### src/rtl/fbdiv_pkg.sv
package fbdiv_pkg;
    typedef enum logic [1:0] {
        S_FOLLOW = 2'd0,
        S_ARMED  = 2'd1,
        S_LOCAL  = 2'd2
    } fb_state_t;

    typedef enum logic [1:0] {
        ADJ_NONE  = 2'd0,
        ADJ_SHORT = 2'd1,
        ADJ_LONG  = 2'd2
    } adj_t;
endpackage

### src/rtl/fbdiv_count.sv
module fbdiv_count
    import fbdiv_pkg::*;
#(
    parameter int CNT_W = 11
) (
    input  logic             clk,
    input  logic             rst_n,
    input  logic [CNT_W-1:0] div_val,
    input  logic             step_short,
    input  logic             step_long,
    input  logic             reload,
    output logic [CNT_W:0]   cnt,
    output logic             tc
);
    localparam int CW = CNT_W + 1;

    logic       short_q, long_q, pend_short, pend_long;
    logic       rise_short, rise_long, want_short, want_long, boundary;
    adj_t       adj_cur;
    logic [CW-1:0] end_val;

    assign rise_short = step_short & ~short_q;
    assign rise_long  = step_long & ~long_q;
    assign want_short = pend_short | rise_short;
    assign want_long  = pend_long | rise_long;

    always_comb begin
        unique case (adj_cur)
            ADJ_SHORT: end_val = {1'b0, div_val} - CW'(1);
            ADJ_LONG:  end_val = {1'b0, div_val} + CW'(1);
            default:   end_val = {1'b0, div_val};
        endcase
    end

    assign tc       = (cnt >= end_val);
    assign boundary = tc | reload;

    always_ff @(posedge clk) begin
        if (!rst_n) begin
            cnt        <= '0;
            short_q    <= 1'b0;
            long_q     <= 1'b0;
            pend_short <= 1'b0;
            pend_long  <= 1'b0;
            adj_cur    <= ADJ_NONE;
        end else begin
            short_q <= step_short;
            long_q  <= step_long;
            if (boundary) begin
                cnt        <= '0;
                pend_short <= 1'b0;
                pend_long  <= 1'b0;
                if (want_short && !want_long)
                    adj_cur <= ADJ_SHORT;
                else if (want_long && !want_short)
                    adj_cur <= ADJ_LONG;
                else
                    adj_cur <= ADJ_NONE;
            end else begin
                cnt        <= cnt + CW'(1);
                pend_short <= want_short;
                pend_long  <= want_long;
            end
        end
    end

    // the counter either restarts at zero or advances by one
    a_r1_count_step: assert property (@(posedge clk) disable iff (!rst_n)
        (cnt != '0) |-> (cnt == $past(cnt) + CW'(1)));

    // a period boundary consumes every pending request
    a_r5_pend_cleared: assert property (@(posedge clk) disable iff (!rst_n)
        boundary |=> (!pend_short && !pend_long));

    // an adjusted period lasts at most one period
    a_r3_adj_single: assert property (@(posedge clk) disable iff (!rst_n)
        (boundary && !pend_short && !pend_long && !rise_short && !rise_long)
        |=> (adj_cur == ADJ_NONE));
endmodule

### src/rtl/fbdiv_post.sv
module fbdiv_post #(
    parameter int PS_W = 2
) (
    input  logic            clk,
    input  logic            rst_n,
    input  logic [PS_W-1:0] post_sel,
    input  logic            tc,
    input  logic            reload,
    output logic            fire
);
    localparam int PC_W  = (1 << PS_W) - 1;
    localparam int CODES = 1 << PS_W;

    logic [PC_W-1:0] post_cnt, lim;
    logic            last;

    always_comb begin
        lim = '0;
        for (int i = 0; i < CODES; i++) begin
            if (post_sel == PS_W'(i))
                lim = PC_W'((1 << (PC_W - i)) - 1);
        end
    end

    assign last = (post_cnt >= lim);
    assign fire = tc & last;

    always_ff @(posedge clk) begin
        if (!rst_n)
            post_cnt <= '0;
        else if (reload)
            post_cnt <= '0;
        else if (tc)
            post_cnt <= last ? '0 : post_cnt + PC_W'(1);
    end

    // after a pass-through the postscaler restarts from zero
    a_r2_post_restart: assert property (@(posedge clk) disable iff (!rst_n)
        fire |=> (post_cnt == '0));
endmodule

### src/rtl/fbdiv_sync.sv
module fbdiv_sync #(
    parameter int CNT_W = 11,
    parameter int POS_W = 8,
    parameter int NUM   = 2
) (
    input  logic                      clk,
    input  logic                      rst_n,
    input  logic [CNT_W:0]            cnt,
    input  logic [NUM-1:0][POS_W-1:0] pos,
    output logic [NUM-1:0]            hit
);
    localparam int LSB = CNT_W - POS_W;

    logic in_range, on_grain;
    assign in_range = ~cnt[CNT_W];
    assign on_grain = (cnt[LSB-1:0] == '0);

    for (genvar g = 0; g < NUM; g++) begin : g_mark
        always_ff @(posedge clk) begin
            if (!rst_n)
                hit[g] <= 1'b0;
            else
                hit[g] <= in_range && on_grain && (cnt[CNT_W-1:LSB] == pos[g]);
        end

        // a marker is one cycle wide while its position holds
        a_r6_one_wide: assert property (@(posedge clk) disable iff (!rst_n)
            hit[g] |=> (!hit[g] || (pos[g] != $past(pos[g]))));
    end
endmodule

### src/rtl/fbdiv_ctrl.sv
module fbdiv_ctrl
    import fbdiv_pkg::*;
(
    input  logic clk,
    input  logic rst_n,
    input  logic use_local,
    input  logic ext_inv,
    input  logic ext_fb,
    input  logic fire,
    output logic reload,
    output logic fb_pulse
);
    fb_state_t state, state_nx;
    logic      ext_q, ext_edge;

    assign ext_edge = (ext_fb ^ ext_inv) & ~(ext_q ^ ext_inv);
    assign reload   = (state == S_ARMED) && use_local && ext_edge;

    always_comb begin
        state_nx = state;
        unique case (state)
            S_FOLLOW: if (use_local) state_nx = S_ARMED;
            S_ARMED: begin
                if (!use_local)    state_nx = S_FOLLOW;
                else if (ext_edge) state_nx = S_LOCAL;
            end
            S_LOCAL:  if (!use_local) state_nx = S_FOLLOW;
            default:  state_nx = S_FOLLOW;
        endcase
    end

    always_ff @(posedge clk) begin
        if (!rst_n) state <= S_FOLLOW;
        else        state <= state_nx;
    end

    always_ff @(posedge clk) begin
        if (!rst_n) begin
            ext_q    <= 1'b0;
            fb_pulse <= 1'b0;
        end else begin
            ext_q    <= ext_fb;
            fb_pulse <= (state == S_LOCAL) ? fire : ext_edge;
        end
    end

    // dropping the request returns to FOLLOW at the next edge
    a_r8_drop_follow: assert property (@(posedge clk) disable iff (!rst_n)
        !use_local |=> (state == S_FOLLOW));

    // entering LOCAL coincides with the pulse of the aligning edge
    a_r8_entry_pulse: assert property (@(posedge clk) disable iff (!rst_n)
        (state == S_LOCAL && $past(state) == S_ARMED) |-> fb_pulse);

    // without an edge or internal fire there is no pulse
    a_r7_no_spurious: assert property (@(posedge clk) disable iff (!rst_n)
        (!ext_edge && !fire) |=> !fb_pulse);
endmodule

### src/rtl/phase_step_fbdiv.sv
module phase_step_fbdiv #(
    parameter int CNT_W = 11,
    parameter int POS_W = 8,
    parameter int PS_W  = 2
) (
    input  logic             clk,
    input  logic             rst_n,
    input  logic [CNT_W-1:0] div_val,
    input  logic [PS_W-1:0]  post_sel,
    input  logic [POS_W-1:0] mark_a_pos,
    input  logic [POS_W-1:0] mark_b_pos,
    input  logic             use_local,
    input  logic             ext_inv,
    input  logic             ext_fb,
    input  logic             step_short,
    input  logic             step_long,
    output logic             fb_pulse,
    output logic             mark_a,
    output logic             mark_b
);
    logic [CNT_W:0]            cnt;
    logic                      tc, fire, reload;
    logic [1:0][POS_W-1:0]     mark_pos;
    logic [1:0]                mark_hit;

    assign mark_pos = {mark_b_pos, mark_a_pos};
    assign mark_a   = mark_hit[0];
    assign mark_b   = mark_hit[1];

    fbdiv_count #(.CNT_W(CNT_W)) u_count (
        .clk(clk), .rst_n(rst_n), .div_val(div_val),
        .step_short(step_short), .step_long(step_long),
        .reload(reload), .cnt(cnt), .tc(tc)
    );

    fbdiv_post #(.PS_W(PS_W)) u_post (
        .clk(clk), .rst_n(rst_n), .post_sel(post_sel),
        .tc(tc), .reload(reload), .fire(fire)
    );

    fbdiv_sync #(.CNT_W(CNT_W), .POS_W(POS_W), .NUM(2)) u_sync (
        .clk(clk), .rst_n(rst_n), .cnt(cnt), .pos(mark_pos), .hit(mark_hit)
    );

    fbdiv_ctrl u_ctrl (
        .clk(clk), .rst_n(rst_n), .use_local(use_local), .ext_inv(ext_inv),
        .ext_fb(ext_fb), .fire(fire), .reload(reload), .fb_pulse(fb_pulse)
    );

    // outputs are quiet in the first cycle after reset
    a_r9_reset_quiet: assert property (@(posedge clk)
        $past(!rst_n) |-> (!fb_pulse && !mark_a && !mark_b));
endmodule

### config.mk
export PLATFORM = sky130hd
export DESIGN_NAME = phase_step_fbdiv
export DESIGN_NICKNAME = d
export VERILOG_FILES = /design/src/rtl/fbdiv_pkg.sv /design/src/rtl/fbdiv_count.sv /design/src/rtl/fbdiv_post.sv /design/src/rtl/fbdiv_sync.sv /design/src/rtl/fbdiv_ctrl.sv /design/src/rtl/phase_step_fbdiv.sv
export SDC_FILE = /design/constraint.sdc
export NUM_CORES = 1
export LEC_CHECK = 0
export ABC_AREA = 1
export BUFFER_PORTS_ARGS = -buffer_cell sky130_fd_sc_hd__buf_4
export CORE_UTILIZATION = 50
export CTS_CLUSTER_SIZE = 14
export DETAILED_ROUTE_END_ITERATION = 10
export PLACE_DENSITY = 0.72
export RECOVER_POWER = 100
export REMOVE_ABC_BUFFERS = 1
export SETUP_SLACK_MARGIN = 0.2
export SYNTH_ARGS = -nofsm -noshare
export SYNTH_HDL_FRONTEND = slang
export SYNTH_HIERARCHICAL = 1
export SYNTH_SLANG_ARGS = --single-unit
### constraint.sdc
create_clock -name clk -period 10.19 [get_ports clk]
set_clock_uncertainty 0.2 [all_clocks]
set_input_delay 2.038 -clock clk [delete_from_list [all_inputs] [get_ports clk]]
set_output_delay 2.038 -clock clk [all_outputs]
set_load 0.005 [all_outputs]
# Word-level counts from Yosys, hierarchy flattened
# Cells that the tools add are included.
# totals
ff_bits,27
in_bits,36
out_inout_bits,3
# op_classes
n_reduce_logical,15
order_cmp,2
n_bitwise,14
n_addsub,4
n_eq_ne,12
n_mux,14
# ops
operator,count
12-bit case mux with 2 select lines,1
8-bit == test,2
3-bit two-way mux,5
"11-bit by 1-bit adder with 12-bit output, second input constant",1
"12-bit by 1-bit adder with 12-bit output, second input constant",1
12-bit greater-or-equal comparator,1
2-bit two-way mux,6
"11-bit by 1-bit subtractor with 12-bit output, second input constant",1
"2-bit == test, second input constant",4
1-bit logical AND,7
"2-bit by 1-bit == test with 1-bit output, second input constant",3
2-bit case mux with 3 select lines,1
1-bit inverter,5
1-bit bitwise AND,4
2-bit zero test,2
"2-bit != test, second input constant",2
2-bit OR reduction,2
"3-bit by 1-bit adder with 3-bit output, second input constant",1
3-bit greater-or-equal comparator,1
3-bit zero test,1
"3-bit by 2-bit != test with 1-bit output, second input constant",1
1-bit bitwise OR,3
3-bit AND reduction,1
1-bit zero test,2
other kinds (2),3

# Depth between registers and ports, before layout
# logic_depth
depth_word,8
depth_mapped,24

# Cells and area by module
# The synthesis kept the hierarchy.
# by_module_without_submodules
module,cells_each,area_per_inst_um2,seq_area_each_um2,n_inst
fbdiv_count,278,1732.9,360.3,1
fbdiv_sync,75,345.3,40.0,1
fbdiv_post,31,232.7,60.1,1
fbdiv_ctrl,28,205.2,80.1,1

# Worst setup path before layout
# Ideal clock, no wire load.
# synth_timing
kind,input -> register
from,in div_val[4]
to,reg u_post.post_cnt[2]
setup_time_ns,0.112
path_buffers,0
required_ns,9.878
setup_slack_ns,5.683
arrival_time_ns,4.195
path_stages,20
cell_sequence,ha_1 a21oi_1 nor2_1 nor2_1 nand2_1 nand2_1 nand2_1 nand2_1 nand3_1 ha_1 nand2_1 nor2_1 nand2_1 nor2_1 nand2_1 nand2_1 nand2_2 xnor2_2 inv_1 nor2_2
# synth_via
elab_chain_len,3
elab_cells_between_ends,4
cone_classes,add/sub: 2; order compare: 1; mux: 1
# synth_lines
element,line,text
start: declaration,phase_step_fbdiv.sv:8,"input logic [CNT_W-1:0] div_val,"
11-bit by 1-bit adder with 12-bit output or 11-bit by 1-bit subtractor with 12-bit output (tied branches),"fbdiv_count.sv:30, fbdiv_count.sv:29",
12-bit case mux with 2 select lines *,fbdiv_count.sv:28,unique case (adj_cur)
12-bit greater-or-equal comparator *,fbdiv_count.sv:35,assign tc = (cnt >= end_val);
net tc,phase_step_fbdiv.sv:22,"logic tc, fire, reload;"
end signal: assignment,fbdiv_post.sv:34,post_cnt <= last ? '0 : post_cnt + PC_W'(1);
end: declaration,fbdiv_post.sv:14,"logic [PC_W-1:0] post_cnt, lim;"
# Mark *: on every way through the listed nets, which the timed path passes. The rest lies on a longest branch.
# A chain may end at the register's enable or synchronous reset.

# Final worst setup path
# layout_timing
from,in div_val[4]
to,reg u_count.cnt[10]
# layout_via
elab_chain_len,5
elab_cells_between_ends,6
cone_classes,add/sub: 2; order compare: 1; mux: 1; bitwise: 1; reduce/logical: 1
# layout_lines
element,line,text
11-bit by 1-bit adder with 12-bit output or 11-bit by 1-bit subtractor with 12-bit output (tied branches),"fbdiv_count.sv:30, fbdiv_count.sv:29",
12-bit case mux with 2 select lines *,fbdiv_count.sv:28,
12-bit greater-or-equal comparator *,fbdiv_count.sv:35,
1-bit bitwise OR *,fbdiv_count.sv:36,assign boundary = tc | reload;
2-bit OR reduction (no source line) *,--,
end signal: assignment,fbdiv_count.sv:60,cnt <= cnt + CW'(1);
end: declaration,fbdiv_count.sv:12,"output logic [CNT_W:0] cnt,"
# Every way passes the cells marked *; elsewhere a longest branch is shown, timed or not.

==> run_results.csv <==
group,metric,value,unit
outcome,status,"complete, no violations",
pwr,ir_drop,0.00008151,V
synthesis,synth_top_area_share,21.48,%
drt,dr.pass1.iters,4,
finish,synthToLayoutAreaGrowth,14.57,%
timing,rsz0062_at_grt,"false",
pwr,seq_power_share,44.4,%
floorplanning,dieArea,5320,sq um
floorplanning,core,4786,sq um
pwr,power_leakage,1.565,nW
drt,vias,2500,
timing,worst_slew_pin_slew,0.6016,ns
floorplanning,start_util,52.58,%
timing,setup_violations,0,
clocking,cts_tree,"done",
min_path,hold_depth,2,
critical_path,cp.required,10.18,ns
drt,avgViaCountPerCell,4.836,
critical_path,critPathKind,"input port to flop",
global_route,antenna_found_initial,0,
clocking,numCtsBuffers,3,
timing,max_freq,0.2034,GHz
floorplanning,boundaryPins,39,
critical_path,cp-start-kind,"input port",
pwr,power.share.clock,25.8,%
synthesis,synth_largest_area_cell,"dfxtp_1",
clocking,cts_setup_buffers,0,
finish,n_antenna_cell,0,
synthesis,ys_seq_area_share,21.48,%
finish,final_cells,517,
drt,ant_nets,0,
synthesis,synthSimpleGateAreaFrac,38.44,%
synthesis,synth-compound-area-share,8.105,%
placed_design,port_buffers,38,
clocking,cts_sinks,27,
finish,fillers,513,
floorplanning,rows,25,
global_route,grt_first_pass_wirelength,9045,microns
pwr,switching_share,32.31,%
synthesis,syn_avg_cell_area,6.107,sq um
critical_path,rr_startpoint,"u_count/adj_cur[0]",
synthesis,synth-xor-area-share,4.823,%
synthesis,synth_area,2516,sq um
critical_path,r2r_cells,20,
floorplanning,die_h,72.94,microns
synthesis,dominantRegCellSynth,"dfxtp_1",
global_route,grt_pass1_vias,2190,
synthesis,yosys-top-cells-area,"dfxtp_1 (21%), nand2_1 (19%), ha_1 (14%)",
synthesis,post_synth_fa_ha_maj_area_fraction,14.72,%
job,drv_cap,0,
clocking,hold_buffers,0,
critical_path,startpoint,"div_val[4]",
synthesis,synth_cell_type_count,34,
pwr,p_switching,0.00008106,W
synthesis,netlist_instances,412,
timing,setup_tns,0,ns
pwr,power.internal,0.0001698,W
drt,route.detailed.wl_per_inst,10.23,microns
critical_path,crit_fanout,14,
timing,period_needed,4.917,ns
clocking,cts-root-buf,"clkbuf_8",
synthesis,synth_top_family_by_area,"simple AND/OR/NAND/NOR gates",
finish,multi_input_area,1653,sq um
timing,min_period_over_period,48.26,%
finish,regArea,540.5,sq um
clocking,clk_latency,0.28,ns
global_route,grt_max_degree,18,
drt,wl,5288,microns
clocking,cts_resized,0,
clocking,cts_max_level,1,
finish,layout.nets,516,
min_path,worstHoldPathType,"flop to flop",
global_route,globalRouteTotalUtil,21.31,%
critical_path,cp.arrival,4.91,ns
clocking,cts_max_path_buffers,2,
global_route,overflow,0,
synthesis,async_flop_share,0,%
critical_path,endpoint_kind,"flop",
min_path,worstHoldStart,"u_count/pend_short",
timing,drv_slew,0,
placed_design,hpwl,4340,microns
timing,hold_violations,0,
drt,dr_wl_met3,283,microns
drt,initialDrtViolationCount,144,
synthesis,synth-edff-count,0,
drt,wl_met1,2543,microns
pwr,pwr-share-comb,29.9,%
finish,drive_gt1_share,12.44,%
drt,met2_length,2442,microns
synthesis,synth_mux_area_share,0.3978,%
drt,remaining_drc_errors,0,
timing,slew_headroom,59.77,%
synthesis,ys_ff_latch,27,
clocking,path_clk_slew,0.10,ns
pwr,cellPowerDensity,87.02,nW/um^2
floorplanning,die_w,72.94,microns
placed_design,gp_congestion,0.9360,
placed_design,placed_cells,513,
synthesis,yosysWarnings,6,
drt,top_layer,"met4",
path summary, 6_finish.rpt:
| kind | endpoint | slack [ns] |
|---|---|---|
| setup / recovery | u_count/cnt[10] | 5.27 |
| setup reg to reg | u_count/cnt[10] | 6.14 |
| hold / removal | u_count/pend_short | 0.29 |
| hold reg to reg | u_count/pend_short | 0.29 |
synthesized netlist by cell type (2+ instances only):
| cell | number |
|---|---|
| xor2_1 | 9 |
| or2_2 | 3 |
| nand2_2 | 4 |
| or2_0 | 3 |
| a21oi_1 | 18 |
| o21ai_0 | 10 |
| nor2_2 | 4 |
| a21oi_2 | 2 |
| nand4_1 | 5 |
| o21ai_1 | 2 |
| nor2_1 | 51 |
| inv_2 | 3 |
| nand3_1 | 23 |
| inv_1 | 71 |
| dfxtp_1 | 27 |
| ha_1 | 28 |
| nor3_1 | 2 |
| buf_2 | 2 |
| xnor2_1 | 3 |
| nand2_1 | 128 |
power by group through the flow:
stage / Sequential, W / Combinational, W / Clock [W]
6_report: 0.000111 / 0.0000749 / 0.0000647
3_5_place_dp: 0.000114 / 0.0000752 / 0
2_1_floorplan: 0.000113 / 0.0000511 / 0
4_1_cts: 0.000111 / 0.0000756 / 0.0000669
3_3_place_gp: 0.000114 / 0.0000739 / 0
5_1_grt: 0.000112 / 0.0000869 / 0.0000716
logic make-up after synthesis:
kind of cell,Yosys count
AND/OR/NAND/NOR,227
buffers and inverters,78
AO/OA/AOI/OAI,37
adder cells (fa/ha/maj),29
flip-flops,27
XOR/XNOR,13
multiplexers,1
worst max-delay path, cell delays in order:
cell	delay, ns
clkbuf_1	0.08
ha_1	0.35
a21oi_1	0.30
nor2_1	0.08
nor2_1	0.10
nand2_1	0.09
nand2_1	0.09
nand2_1	0.05
nand2_1	0.05
nand3_1	0.07
ha_1	0.31
nand2_1	0.09
nor2_1	0.06
nand2_1	0.06
nand3_1	0.08
nor2_1	0.19
nand4_1	0.51
a21oi_1	0.29
placed cells by master (no fill, tap or decap), drive strengths merged, types with 3 or more instances in the layout:
| cell | count |
|---|---|
| a21oi | 20 |
| buf | 33 |
| clkbuf | 8 |
| dfxtp | 27 |
| ha | 28 |
| inv | 75 |
| nand2 | 132 |
| nand3 | 24 |
| nand4 | 6 |
| nor2 | 55 |
| nor3 | 3 |
| o21ai | 12 |
| or2 | 6 |
| xnor2 | 4 |
| xor2 | 9 |
stage by stage:
step | util (%) | hold slack, ns | setup WS, ns | power (W) | instance area [sq um]
after global routing | 60.24 | 0.3322 | 4.957 | 0.0002703 | 2883
after CTS | 60.81 | 0.2964 | 5.517 | 0.0002539 | 2910
after global placement | 59.76 | 0.2688 | 5.227 | 0.0001877 | 2860
after detailed placement | 59.76 | 0.2680 | 5.214 | 0.0001890 | 2860
after floorplan | - | 0.2390 | 5.671 | 0.0001642 | 2491
final | 60.24 | 0.2920 | 5.273 | 0.0002509 | 2883
final cells by class:
| type | count | area share, % |
|---|---|---|
| Multi-Input combinational cell | 307 | 57.34 |
| Sequential cell | 27 | 18.75 |
| Timing Repair Buffer | 38 | 9.635 |
| Inverter | 74 | 9.635 |
| Tap cell | 67 | 2.908 |
| Clock buffer | 3 | 1.432 |
| Clock inverter | 1 | 0.3038 |
metal layers:
layer	global-route usage [%]	vias up
li1	-	1351
met1	27.65	1093
met2	37.90	51
met3	3.867	5
met4	2.397	0
met5	0	-
registers in the layout, summed over array words and instances (netlist names):
register	cells
u_ctrl/fb_pulse	1
u_count/long_q	1
u_count/adj_cur	2
u_sync/hit	2
u_count/cnt	12
u_count/pend_short	1
u_ctrl/state	2
u_count/short_q	1
u_count/pend_long	1
u_post/post_cnt	3
u_ctrl/ext_q	1
(Power assumes the default switching activity.)
